`config.mk`:
```
export PLATFORM = sky130hd
export DESIGN_NAME = trk_ramp_seq
export DESIGN_NICKNAME = d
export VERILOG_FILES = /design/src/rtl/trk_pkg.sv /design/src/rtl/trk_tick_div.sv /design/src/rtl/trk_goal_sel.sv /design/src/rtl/trk_step_unit.sv /design/src/rtl/trk_ramp_seq.sv
export SDC_FILE = /design/constraint.sdc
export NUM_CORES = 1
export LEC_CHECK = 0
export BUFFER_PORTS_ARGS = -buffer_cell sky130_fd_sc_hd__buf_2
export CAP_MARGIN = 40
export CORE_ASPECT_RATIO = 0.5
export CORE_UTILIZATION = 39
export CTS_CLUSTER_DIAMETER = 80
export CTS_CLUSTER_SIZE = 28
export DETAILED_ROUTE_END_ITERATION = 6
export GPL_TIMING_DRIVEN = 0
export PLACE_DENSITY = 0.66
export SETUP_SLACK_MARGIN = 0.2
export SYNTH_ARGS = -nofsm -noshare
export SYNTH_HDL_FRONTEND = slang
export SYNTH_SLANG_ARGS = --single-unit
```
`constraint.sdc`:
```
create_clock -name clk -period 5.7 [get_ports clk]
set_input_delay 0.285 -clock clk [delete_from_list [all_inputs] [get_ports clk]]
set_output_delay 0.285 -clock clk [all_outputs]
set_load 0.05 [all_outputs]
```
`src/rtl/trk_pkg.sv`:
```
package trk_pkg;

    // Direction chosen by the step unit for the current cycle
    typedef enum logic [1:0] {
        DIR_HOLD = 2'd0,
        DIR_UP   = 2'd1,
        DIR_DOWN = 2'd2
    } trk_dir_e;

endpackage

```
`src/rtl/trk_tick_div.sv`:
```
module trk_tick_div #(
    parameter int TICK_DIV = 50
) (
    input  logic clk,
    input  logic rst_n,
    input  logic sync_tick,
    output logic qual_tick
);
    localparam int CNT_W = (TICK_DIV > 1) ? $clog2(TICK_DIV) : 1;
    localparam logic [CNT_W-1:0] LAST = CNT_W'(TICK_DIV - 1);

    logic [CNT_W-1:0] cnt_d, cnt_q;

    always_comb begin
        qual_tick = sync_tick && (cnt_q == LAST);
        cnt_d     = cnt_q;
        if (sync_tick) begin
            cnt_d = qual_tick ? '0 : cnt_q + 1'b1;
        end
    end

    always_ff @(posedge clk or negedge rst_n) begin
        if (!rst_n) cnt_q <= '0;
        else        cnt_q <= cnt_d;
    end

    generate
        if (TICK_DIV > 1) begin : g_spacing
            // with a divider, two qualified ticks never fall in consecutive cycles
            a_r5_qual_spacing: assert property (@(posedge clk) disable iff (!rst_n)
                qual_tick |=> !qual_tick);
        end
    endgenerate

    // the phase counter stays below the divide ratio
    a_r5_count_range: assert property (@(posedge clk) disable iff (!rst_n)
        cnt_q <= LAST);

endmodule

```
`src/rtl/trk_goal_sel.sv`:
```
module trk_goal_sel #(
    parameter int CODE_W   = 10,
    parameter int MIN_CODE = 50,
    parameter int MAX_CODE = 550
) (
    input  logic              enable,
    input  logic              fault_stop,
    input  logic [CODE_W-1:0] target,
    output logic [CODE_W-1:0] goal,
    output logic              raise
);
    localparam logic [CODE_W-1:0] LO = CODE_W'(MIN_CODE);
    localparam logic [CODE_W-1:0] HI = CODE_W'(MAX_CODE);

    logic [CODE_W-1:0] clamped;

    always_comb begin
        if (target < LO)      clamped = LO;
        else if (target > HI) clamped = HI;
        else                  clamped = target;
        raise = enable && !fault_stop;
        goal  = raise ? clamped : '0;
    end

endmodule

```
`src/rtl/trk_step_unit.sv`:
```
module trk_step_unit
    import trk_pkg::*;
#(
    parameter int CODE_W  = 10,
    parameter int UP_STEP = 1,
    parameter int DN_STEP = 5
) (
    input  logic [CODE_W-1:0] cur,
    input  logic [CODE_W-1:0] goal,
    output logic [CODE_W-1:0] nxt
);
    localparam logic [CODE_W-1:0] UP = CODE_W'(UP_STEP);
    localparam logic [CODE_W-1:0] DN = CODE_W'(DN_STEP);

    trk_dir_e          dir;
    logic [CODE_W-1:0] gap;

    always_comb begin
        if (cur < goal)      dir = DIR_UP;
        else if (cur > goal) dir = DIR_DOWN;
        else                 dir = DIR_HOLD;

        gap = (dir == DIR_UP) ? goal - cur : cur - goal;

        unique case (dir)
            DIR_UP:   nxt = (gap > UP) ? cur + UP : goal;
            DIR_DOWN: nxt = (gap > DN) ? cur - DN : goal;
            default:  nxt = cur;
        endcase
    end

endmodule

```
`src/rtl/trk_ramp_seq.sv`:
```
module trk_ramp_seq #(
    parameter int CODE_W   = 10,
    parameter int MIN_CODE = 50,
    parameter int MAX_CODE = 550,
    parameter int UP_STEP  = 1,
    parameter int DN_STEP  = 5,
    parameter int TICK_DIV = 50
) (
    input  logic              clk,
    input  logic              rst_n,
    input  logic              enable,
    input  logic              fault_stop,
    input  logic [CODE_W-1:0] target,
    input  logic              sync_tick,
    output logic [CODE_W-1:0] level,
    output logic              ramping,
    output logic              on_target
);
    typedef struct packed {
        logic [CODE_W-1:0] lvl;
        logic              busy;
        logic              hit;
    } seq_state_t;

    localparam seq_state_t RST_STATE = '{lvl: '0, busy: 1'b0, hit: 1'b0};

    seq_state_t        st_d, st_q;
    logic              qual_tick;
    logic [CODE_W-1:0] goal;
    logic              raise;
    logic [CODE_W-1:0] step_nxt;

    trk_tick_div #(.TICK_DIV(TICK_DIV)) u_div (
        .clk       (clk),
        .rst_n     (rst_n),
        .sync_tick (sync_tick),
        .qual_tick (qual_tick)
    );

    trk_goal_sel #(.CODE_W(CODE_W), .MIN_CODE(MIN_CODE), .MAX_CODE(MAX_CODE)) u_goal (
        .enable     (enable),
        .fault_stop (fault_stop),
        .target     (target),
        .goal       (goal),
        .raise      (raise)
    );

    trk_step_unit #(.CODE_W(CODE_W), .UP_STEP(UP_STEP), .DN_STEP(DN_STEP)) u_step (
        .cur  (st_q.lvl),
        .goal (goal),
        .nxt  (step_nxt)
    );

    always_comb begin
        st_d      = st_q;
        st_d.lvl  = qual_tick ? step_nxt : st_q.lvl;
        st_d.busy = (st_d.lvl != goal);
        st_d.hit  = raise && (st_d.lvl == goal);
    end

    always_ff @(posedge clk or negedge rst_n) begin
        if (!rst_n) st_q <= RST_STATE;
        else        st_q <= st_d;
    end

    assign level     = st_q.lvl;
    assign ramping   = st_q.busy;
    assign on_target = st_q.hit;

    // an upward move never exceeds one rise step
    a_r2_rise_step: assert property (@(posedge clk) disable iff (!rst_n)
        (level > $past(level)) |-> ((level - $past(level)) <= CODE_W'(UP_STEP)));

    // a downward move never exceeds one fall step
    a_r3_fall_step: assert property (@(posedge clk) disable iff (!rst_n)
        (level < $past(level)) |-> (($past(level) - level) <= CODE_W'(DN_STEP)));

    // without a qualified tick the reference stays put
    a_r10_hold_without_tick: assert property (@(posedge clk) disable iff (!rst_n)
        !qual_tick |=> $stable(level));

    // the two flags are mutually exclusive
    a_r9_flags_exclusive: assert property (@(posedge clk) disable iff (!rst_n)
        !(ramping && on_target));

    // being on target implies a code inside the clamp range
    a_r9_hit_in_range: assert property (@(posedge clk) disable iff (!rst_n)
        on_target |-> (level >= CODE_W'(MIN_CODE)));

    // the reference never exceeds the top of the clamp range
    a_r6_level_ceiling: assert property (@(posedge clk) disable iff (!rst_n)
        level <= CODE_W'(MAX_CODE));

endmodule

```
==> impl_results.md, run 1 <==
- CTS tree: done
- Clock Tree Root: clkbuf_16
- Detail Route Antenna Nets: 0
- Maximum clock rate: 0.1927 GHz
- Slew margin rel.: 35.59%
- Worst endpoint required time: 5890 ps
- Routed WL: 10880 um
- Max IR drop VDD: 0.0001783 V
- First-pass GRT wire length: 17510 um
- IO buf count: 25
- Largest net degree at the start of global routing: 19
- DRC: 0
- H-tree depth: 1
- Slew Limit Fails: 0
- CTS sink count: 18
- Synthesis-to-layout area growth: 13.70%
- GRT Total Usage: 26.62%
- Overall power: 1.512 mW
- Worst Skew: 7.056 ps
- Unrepaired setup endpoints after global routing: no
- Synth Area per Inst: 7.189 sq um
- CP Max Fanout: 10
- HP Class: in2reg
- Routed wire per std cell: 18.79 um
- Main combinational cell family by area after synthesis: compound AO/OA/AOI/OAI gates
- Rows: 22
- Fin crit period: 5189 ps
- Setup violators final: 0
- Fin worst setup slack: 510.9 ps
- Critical setup path kind: in2reg
- GPL Wtd Cong: 0.9728
- ANT cells: 0
- Vias in the first global route: 3426
- Max cap viols: 0
- Hpwl dp: 8174 um
- Maximum root-to-sink buffer count: 2
- Initial DRT Pass Iterations: 7
- Synth Area in Adders: 10.43%
- GR Overflow Total: 0
- Post-place setup slack: -355.9 ps
- Seq/Total Area, Yosys: 14.34%
- Starting Density: 41.50%
- Layout cells sized above 1: 14.23%
- Gate Count Post-Synth: 437
- Core ar.: 0.007570 sq mm
- Period utilization: 91.04%
- Synth cell types: 75
- 1st-iter DRT viols: 604
- Async SR Flop Fraction: 100.0%
- Dominant synthesized flop cell: dfrtp_1
- Die W: 128.9 um
- Die area: 0.008440 sq mm
- Vias: 3775
- Vias/cell: 6.520
- WP data arrival: 5380 ps
- Syn nets: 477
- Compound-gate portion of the synthesized area: 36.48%
- PwrDens: 423.2 mW/mm^2
- FF/Latch Area: 450.4 sq um
- Fin util: 47.19%
- Final Hold Viols: 0
- Yosys warnings: 0
- Later-pin clock latency in the skew report: 260 ps
- Worst Setup End Kind: flip-flop
- I/O pin cnt: 27
- Synthesized cell area: 0.003142 sq mm
- Die Y: 65.47 um
- Antenna violations before repair: 0
- Synth Register Bits: 18
- Clk slew on worst S/H paths: 60 ps
- R2R Setup Slk: 980 ps
- Status: complete, no violations
- Post-synth EDFFs: 0
- Element type at the critical path start: primary input
- Lkg Pwr: 1.366 nW
- Fillers: 782
- Simple-gate share of the synthesized area: 24.33%
- CTS buffer count: 3
- Fin nets: 512
- Multi-input logic area: 0.002512 sq mm
- Synth Area in XOR/XNOR: 6.691%
- Mux contribution to synthesized area: 0.6770%
- Slew @ Worst Pin: 959.7 ps
[report_power, final]
part           internal, mW  leakage, nW  switching [mW]
Clock                 0.107       0.0442          0.0599
Combinational         0.385         1.11           0.735
Sequential            0.167        0.208          0.0570
[synthesized netlist by cell type, types with 3 or more instances]
cell type | instances | area (sq um)
a211o_1 | 4 | 35.03
a211oi_1 | 9 | 67.56
a21boi_0 | 3 | 22.52
a21oi_1 | 35 | 175.2
a221oi_1 | 4 | 35.03
a22oi_1 | 5 | 37.54
a311oi_1 | 3 | 26.28
a31oi_1 | 10 | 62.56
and2_1 | 4 | 25.02
buf_2 | 5 | 25.02
buf_4 | 4 | 30.03
clkbuf_1 | 13 | 48.80
dfrtp_1 | 18 | 450.4
ha_1 | 23 | 287.8
inv_1 | 25 | 93.84
nand2_1 | 42 | 157.7
nand2b_1 | 3 | 18.77
nand3_1 | 15 | 75.07
nand3b_1 | 3 | 22.52
nand4_1 | 8 | 50.05
nor2_1 | 32 | 120.1
nor2b_1 | 7 | 43.79
nor3_1 | 15 | 75.07
nor4_1 | 6 | 37.54
o2111ai_1 | 4 | 35.03
o211ai_1 | 7 | 52.55
o21a_1 | 4 | 30.03
o21ai_0 | 30 | 150.1
o21ai_1 | 3 | 15.01
o221ai_1 | 4 | 35.03
o22ai_1 | 3 | 18.77
o31ai_1 | 4 | 30.03
or3_1 | 5 | 31.28
or4_1 | 3 | 22.52
xnor2_1 | 18 | 157.7
xor2_1 | 6 | 52.55
[area by class of cell]
class                           count  area share (%)
Sequential cell                    18           12.61
Buffer                             24           3.398
Inverter                           27           2.837
Multi-Input combinational cell    368           70.33
Timing Repair Buffer               30           4.553
Tap cell                          108           3.783
Clock buffer                        4           2.487
[final timing paths]
path	depth (start not counted)	to	start
min	3	u_div.cnt_q[1]	sync_tick
min reg2reg	2	u_div.cnt_q[5]	u_div.cnt_q[5]
max reg2reg	16	on_target	level[3]
min in group asynchronous	2	u_div.cnt_q[2]	rst_n
max in group asynchronous	2	ramping	rst_n
max	19	on_target	target[8]
[logic make-up after synthesis]
logic type / count (synthesis)
multiplexers: 2
AND/OR/NAND/NOR: 154
flip-flops: 18
XOR/XNOR: 24
adder cells (fa/ha/maj): 25
AO/OA/AOI/OAI: 163
buffers and inverters: 51
[flip-flops by register name, indices dropped and copies added, names as in the netlist]
register / count
level: 10
u_div.cnt_q: 6
on_target: 1
ramping: 1
[layer usage]
layer	up-vias	wire, um	GRT usage (%)
li1	1717	-	-
met1	1744	4999	38.39
met2	272	4468	41.01
met3	42	1109	3.502
met4	0	299	8.235
met5	-	0	0
[placed cells by master (no fill, tap or decap), drive strengths merged, types with 15 or more instances in the layout]
cell     n
dfrtp   18
clkbuf  18
a21oi   38
xnor2   18
nand2   42
inv     26
ha      23
buf     39
nor3    15
nor2    32
nand3   15
o21ai   34
[repair_timing]
item	CTS	global route
gates resized for setup	5	9
pin swaps	0	2
buffers inserted	0	3
hold buffers	1	0
hold endpoints to repair	18	0
gates cloned	0	0
endpoints found under the setup margin	2	2
[critical path, stage by stage]
cell and delay [ps]:
buf_2 120, nor3_4 250, o21ai_1 160, o221ai_1 640, inv_1 230, ha_1 350
buf_6 140, buf_2 170, a21oi_1 250, o211ai_1 140, a311oi_1 320, a32oi_1 110
xnor2_1 260, o2111ai_2 250, or4_4 570, a21o_1 200, a211o_1 290, or4_1 390
and4b_1 240
[per-stage QoR]
step | hold WS, ps | setup TNS [ps] | area, sq um | cells
3_3_place_gp | 250.6 | -4760 | 3402 | 570
4_1_cts | 399.3 | 0 | 3525 | 576
6_report | 392.2 | 0 | 3572 | 579
5_1_grt | 455.5 | 0 | 3572 | 579
2_1_floorplan | -10.59 | 0 | 3142 | 437
3_5_place_dp | 255.2 | -682.7 | 3407 | 571
(Power assumes the default switching activity.)
==> run 2, diff against run 1 <==
--- a/config.mk
+++ b/config.mk
@@ -5,6 +5,7 @@
 export SDC_FILE = /design/constraint.sdc
 export NUM_CORES = 1
 export LEC_CHECK = 0
+export ABC_AREA = 1
 export BUFFER_PORTS_ARGS = -buffer_cell sky130_fd_sc_hd__buf_2
 export CAP_MARGIN = 40
 export CORE_ASPECT_RATIO = 0.5
==> run 2 against run 1 <==
  * Clock power decreased by 2%
  * Hold slack got worse by 19 ps
  * Synthesized cell count increased by 21%
  * Final cell count increased by 13%
  * Wire length decreased by 20%
  * Critical path depth increased by 1
  * Area after synthesis decreased by 3.6%
  * Flip-flop and latch count unchanged
  * Via count decreased by 11%
  * Setup slack improved by 730 ps
  * Clock skew decreased by 1.7 ps
  * Largest cell class unchanged
==> impl_results.md, run 2 <==
- GPL Wtd Cong: 0.9366 (-3.7%)
- Fin nets: 600 (+17%)
- Design area: 0.003373 sq mm (-5.6%)
- Dominant synthesized flop cell: dfrtp_1
- Final Hold Viols: 0 (unchanged)
- Crit path buffers/inverters: 4 (unchanged)
- Maximum clock rate: 0.2240 GHz (+16%)
- Area contributors post-synth: nand2_1, nand3_1, dfrtp_1
- CTS tree: done
- CTS buffer count: 3 (unchanged)
- Status: complete, no violations
- Yosys warnings: 0 (unchanged)
- Largest registers: level x10, u_div.cnt_q x6
- Antenna violations before repair: 0 (unchanged)
- Most common cell after layout, fill and taps aside: nand2_1
- Die area: 0.008145 sq mm (-3.5%)
- Vias/cell: 5.153 (-21%)
- Worst endpoint required time: 5840 ps (-50 ps)
- ANT cells: 0 (unchanged)
- Reg with most FFs: level
- GRT Total Usage: 22.49% (-4.1 points)
- Rows: 22 (unchanged)
- Vias: 3375 (-11%)
- Max IR drop VDD: 0.0002188 V (+23%)
- Synth Area per Inst: 5.726 sq um (-20%)
- Element type at the critical path start: primary input
- Clock Tree Root: clkbuf_16
- Layout cells sized above 1: 11.45% (-2.8 points)
- # Post-CTS Setup Buffers: 0 (unchanged)
- Hpwl dp: 6936 um (-15%)
- H-tree depth: 1 (unchanged)
- Critical-path top delay cell: a21oi_1
- Largest stage delay on the critical path: 550 ps (-90 ps)
- Seq/Total Area, Yosys: 14.87% (+0.53 points)
- Gate Count Post-Synth: 529 (+21%)
- Slew margin rel.: 43.56% (+8.0 points)
- Syn nets: 569 (+19%)
- Synth Register Bits: 18 (unchanged)
- Clk slew on worst S/H paths: 50 ps (about the same)
- First-pass GRT wire length: 14480 um (-17%)
- Initial DRT Pass Iterations: 5 (-2)
- Most common cell in the netlist: nand2_1
- Period utilization: 78.32% (-13 points)
- CTS sink count: 18 (unchanged)
- Max reg flops: 10 (unchanged)
- Slew Limit Fails: 0 (unchanged)
- PwrDens: 396.3 mW/mm^2 (-6.3%)
- Starting Density: 40.76% (-0.75 points)
- Async SR Flop Fraction: 100.0% (unchanged)
- Top delay family on crit path: simple AND/OR/NAND/NOR gates
- Largest net degree at the start of global routing: 19 (unchanged)
- 1st-iter DRT viols: 349 (-42%)
- HP Class: in2reg
- Worst Setup End Kind: flip-flop
- Setup TNS Final: 0 ps (unchanged)
- Routed wire per std cell: 13.27 um (-29%)
- Maximum root-to-sink buffer count: 2 (unchanged)
- Fin crit period: 4464 ps (-725.0 ps)
- Crit-path cells: buf_2 -> nor3_1 -> o21ai_0 -> nor2_1 -> nor2_1 -> a21oi_1 -> inv_1 -> fa_1 -> nand3_1 -> nand3_2 -> buf_6 -> a21oi_2 -> clkinv_1 -> nand2_1 -> nand2_1 -> nand2_1 -> nand2_1 -> nor2_1 -> nand2_1 -> or2_1
- Synth cell types: 36 (-52%)
- Later-pin clock latency in the skew report: 260 ps (about the same)
- CP Max Fanout: 10 (unchanged)
- Max cap viols: 0 (unchanged)
- Leading area contributor after synthesis: nand2_1
- Critical setup path kind: in2reg
- Slew @ Worst Pin: 839.5 ps (-120.2 ps)
- Detail Route Antenna Nets: 0 (unchanged)
- Worst Skew: 5.376 ps (-1.681 ps)
- Lkg Pwr: 1.908 nW (+40%)
- Top cell type's share of synthesized area: 23.17% (+8.8 points)
- Post-synth EDFFs: 0 (unchanged)
- Die W: 126.6 um (-1.8%)
- WP data arrival: 4600 ps (-780 ps)
- Setup violators final: 0 (unchanged)
- Synthesized cell area: 0.003029 sq mm (-3.6%)
- Cell mode on critical path: nand2_1
- CTS resizes: 0 (-5)
- IO buf count: 25 (unchanged)
- Post-synth top cells: nand2_1, nand3_1, inv_1, ha_1, nor2_1
- Routed WL: 8694 um (-20%)
- Most frequent cells in the layout: nand2_1, nand3_1, inv_1, buf_2, ha_1
- Synthesis-to-layout area growth: 11.36%
- Core ar.: 0.007432 sq mm (-1.8%)
- I/O pin cnt: 27 (unchanged)
- Fillers: 813 (+4.0%)
- GR Overflow Total: 0 (unchanged)
- Placed cell areas: 0.003274 sq mm (-3.9%)
- Die Y: 64.32 um (-1.7%)
- DRC: 0 (unchanged)
- Vias in the first global route: 3048 (-11%)
- Unrepaired setup endpoints after global routing: no
==> run 2: cells by family after synthesis <==
kind of cell               after synthesis  synth area share [%]
DFF                                     18                 14.87
AOI/OAI and AO/OA                       24                 4.833
buffers and inverters                   97                 13.05
adders and majority gates               25                 10.82
xor gates and xnor gates                20                 5.783
and+or+nand+nor                        345                 50.64
==> run 2: routing by layer <==
| metal | global-route usage, % | wire [um] |
|---|---|---|
| met2 | 36.12 | 3689 |
| met4 | 5.422 | 138 |
| met5 | 0 | 0 |
| met1 | 31.46 | 4301 |
| met3 | 3.434 | 565 |
==> run 2: final timing paths <==
check / from / to / slack (ps) / cells after the start
worst min register to register: u_div.cnt_q[5] / u_div.cnt_q[5] / 540 / 2
min in group asynchronous: rst_n / u_div.cnt_q[1] / 510 / 2
worst max register to register: level[5] / ramping / 1880 / 19
max in group asynchronous: rst_n / level[0] / 4880 / 2
worst min-delay path: sync_tick / u_div.cnt_q[1] / 370 / 3
worst max-delay path: target[8] / ramping / 1240 / 20
==> run 2: timing repair <==
| action | in CTS | in global routing |
|---|---|---|
| hold buffers | 1 | 0 |
| endpoints found under the hold margin | 18 | 0 |
| endpoints found under the setup margin | 0 | 0 |
==> run 2: power breakdown <==
part,internal (mW),total [mW],switching [mW]
sequential,0.168,0.224,0.0568
combinational,0.321,0.950,0.629
clock,0.107,0.163,0.0558
total,0.596,1.34,0.741
==> run 2: final cells by class <==
| type | count | area [sq um] | area share (%) |
|---|---|---|---|
| multi-input combinational | 414 | 2183 | 64.73 |
| inverter | 86 | 322.8 | 9.570 |
| buffer | 11 | 72.57 | 2.151 |
| clock buffer | 4 | 88.84 | 2.634 |
| sequential | 18 | 450.4 | 13.35 |
| tap | 96 | 120.1 | 3.561 |
| timing repair buffer | 26 | 135.1 | 4.006 |
==> run 2: stage by stage <==
step / hold slack [ps] / setup WS (ps) / cells / utilization (%) / power (mW)
floorplan: -10.59 / 2103 / 529 / - / 0.9538
global placement: 256.0 / 1088 / 650 / 44.06 / 1.154
detailed placement: 258.1 / 1066 / 650 / 44.06 / 1.160
CTS: 365.9 / 1312 / 655 / 45.39 / 1.330
global route: 420.4 / 925.7 / 655 / 45.39 / 1.468
finish: 373.2 / 1236 / 655 / 45.39 / 1.337
==> run 2: worst register-to-register path, delay by kind of cell (launching register included) <==
| family | cells | cell delay [ps] |
|---|---|---|
| simple gates | 12 | 1280 |
| buf+inv | 5 | 1170 |
| compound gates | 1 | 440 |
| fa+ha+maj | 1 | 420 |
| flops | 1 | 370 |
==> run 3, diff against run 2 <==
==> constraint.sdc (replaced) <==
create_clock -name clk -period 4.62 [get_ports clk]
set_input_delay 0.231 -clock clk [delete_from_list [all_inputs] [get_ports clk]]
set_output_delay 0.231 -clock clk [all_outputs]
set_load 0.05 [all_outputs]
==> run 3 against run 2 <==
  * First-iteration DRC count is 14% lower
  * Largest power group unchanged
  * Utilization is 1.2 points higher
  * Total power is 24% higher
==> impl_results.md, run 3 (synthesis results as in run 2) <==
- HP Class: in2reg
- Worst Setup End Kind: flip-flop
- ANT cells: 0 (unchanged)
- WHS Endpoint: u_div.cnt_q[1]
- First-pass GRT wire length: 14480 um (unchanged)
- Starting Density: 40.76% (unchanged)
- Unrepaired setup endpoints after global routing: no
- Vias/cell: 5.192 (+0.76%)
- Max cap viols: 0 (unchanged)
- Detail Route Antenna Nets: 0 (unchanged)
- Largest net degree at the start of global routing: 19 (unchanged)
- Largest registers: level x10, u_div.cnt_q x6
- Hpwl dp: 6936 um (unchanged)
- PwrDens: 480.4 mW/mm^2 (+21%)
- Worst hold path depth: 3 (unchanged)
- FF/Latch Area: 450.4 sq um (unchanged)
- GRT Total Usage: 22.49% (unchanged)
- GR Overflow Total: 0 (unchanged)
- Worst endpoint required time: 4760 ps (-1080 ps)
- Slew Limit Fails: 0 (unchanged)
- Critical setup path kind: in2reg
- R2r endpoint: ramping
- Most frequent cells in the layout: nand2_1, nand3_1, inv_1, buf_2, ha_1
- Antenna violations before repair: 0 (unchanged)
- Routed wire per std cell: 13.38 um (+0.82%)
- Vias: 3411 (+1.1%)
- Die W: 126.6 um (unchanged)
- Hold_sp: sync_tick
- DRC: 0 (unchanged)
- Status: complete, no violations
- Max IR drop VDD: 0.0002698 V (+23%)
- CP Max Fanout: 10 (unchanged)
- Clk slew on worst S/H paths: 50 ps (about the same)
- Initial DRT Pass Iterations: 5 (unchanged)
- Vias in the first global route: 3048 (unchanged)
- Slew @ Worst Pin: 647.0 ps (-192.5 ps)
- Multi-input logic area: 0.002251 sq mm (+3.1%)
- Fillers: 803 (-1.2%)
- Rows: 22 (unchanged)
- Fin nets: 602 (+0.33%)
- Clock Tree Root: clkbuf_16
- Fin crit period: 3979 ps
- Setup TNS Final: 0 ps (unchanged)
- Setup violators final: 0 (unchanged)
- Worst Skew: 6.135 ps (+0.7594 ps)
- H-tree depth: 1 (unchanged)
- Final Hold Viols: 0 (unchanged)
- Maximum root-to-sink buffer count: 2 (unchanged)
- Synthesis-to-layout area growth: 14.21%
- CTS tree: done
- Core ar.: 0.007432 sq mm (unchanged)
- Overall power: 1.662 mW (+24%)
- Most common cell after layout, fill and taps aside: nand2_1
- Slew margin rel.: 56.47% (+13 points)
- IO buf count: 25 (unchanged)
- Max reg flops: 10 (unchanged)
- Worst flop-to-flop path startpoint: level[6]
- CTS buffer count: 3 (unchanged)
- Lkg Pwr: 1.918 nW (+0.49%)
- Later-pin clock latency in the skew report: 260 ps (about the same)
- Layout cells sized above 1: 14.26% (+2.8 points)
- Element type at the critical path start: primary input
- I/O pin cnt: 27 (unchanged)
- Period utilization: 86.13%
- CTS sink count: 18 (unchanged)
- Routed WL: 8792 um (+1.1%)
- Die area: 0.008145 sq mm (unchanged)
- R2R Setup Slk: 920 ps (-960 ps)
- Maximum clock rate: 0.2513 GHz
- GPL Wtd Cong: 0.9366 (unchanged)
- WP data arrival: 4120 ps (-480 ps)
- Reg with most FFs: level
- Register-to-Register Path Depth: 24 (+5)
- 1st-iter DRT viols: 300 (-14%)
- Die Y: 64.32 um (unchanged)
## run 3: cell types whose count changed in the layout (fill, tap and decap cells not counted), moves of 2 or more
cell / change
nand3_2: +3
nor2_2: +2
a21oi_1: -2
nor2_1: -3
buf_4: +2
nand3_1: -3
## run 3: timing repair
item / in CTS / in global routing
gates resized for setup: 0 / 17
hold endpoints to repair: 18 / 0
buffers inserted: 0 / 2
endpoints found under the setup margin: 0 / 2
hold buffers: 1 / 0
## run 3: final cells by class
cell class,count,area share (%)
multi-input combinational,414,65.06
sequential,18,13.02
inverter,86,9.439
timing repair buffer,28,4.340
tap,96,3.472
clock buffer,4,2.568
buffer,11,2.098
## run 3: power by group
| part | total (mW) | internal, mW | switching, mW |
|---|---|---|---|
| sequential | 0.277 | 0.207 | 0.0707 |
| combinational | 1.18 | 0.400 | 0.783 |
| clock | 0.202 | 0.132 | 0.0694 |
## run 3: worst max-delay path, cell delays in order
cell and delay [ps]:
buf_2 110, nor3_2 240, o21ai_0 140, nor2_2 250, nor2_1 120, a21oi_4 270, inv_1 160, fa_1 510
nand3_1 150, nand3_2 120, buf_6 180, nand2_2 70, nand2_1 80, a21oi_2 230, buf_2 260, nand3_1 100
nand3_1 90, nand2_1 60, nand2_1 70, nand2_1 60, nand2_1 50, nand2_1 80, nor2_1 110, nand3_1 100
or2_1 230
## run 3: routing by layer
layer / track usage, % / vias up / routed length [um]
met5: 0 / - / 0
met4: 5.422 / 0 / 155
met3: 3.434 / 16 / 527
met2: 36.12 / 127 / 3737
met1: 31.46 / 1526 / 4372
li1: - / 1742 / -
## run 3: metrics by stage
step | cell area (sq um) | worst slack (ps) | util, % | hold WS, ps | std cells
floorplan | 3029 | 1077 | - | -64.59 | 529
finish | 3460 | 640.7 | 46.55 | 315.5 | 657
detailed placement | 3274 | 39.61 | 44.06 | 204.1 | 650
CTS | 3373 | 285.7 | 45.39 | 311.9 | 655
global route | 3460 | 256.4 | 46.55 | 366.4 | 657
global placement | 3274 | 62.05 | 44.06 | 202.0 | 650
## run 3: how the worst max path moves through the flow
stage          startpoint  slack (ps)  endpoint  depth (start not counted)
3_5_place_dp    target[8]          40   ramping                         20
4_1_cts         target[8]         290   ramping                         20
5_1_grt         target[8]         260   ramping                         28
6_report        target[8]         640   ramping                         25
2_1_floorplan   target[8]        1080   ramping                         24
3_3_place_gp    target[8]          60   ramping                         20
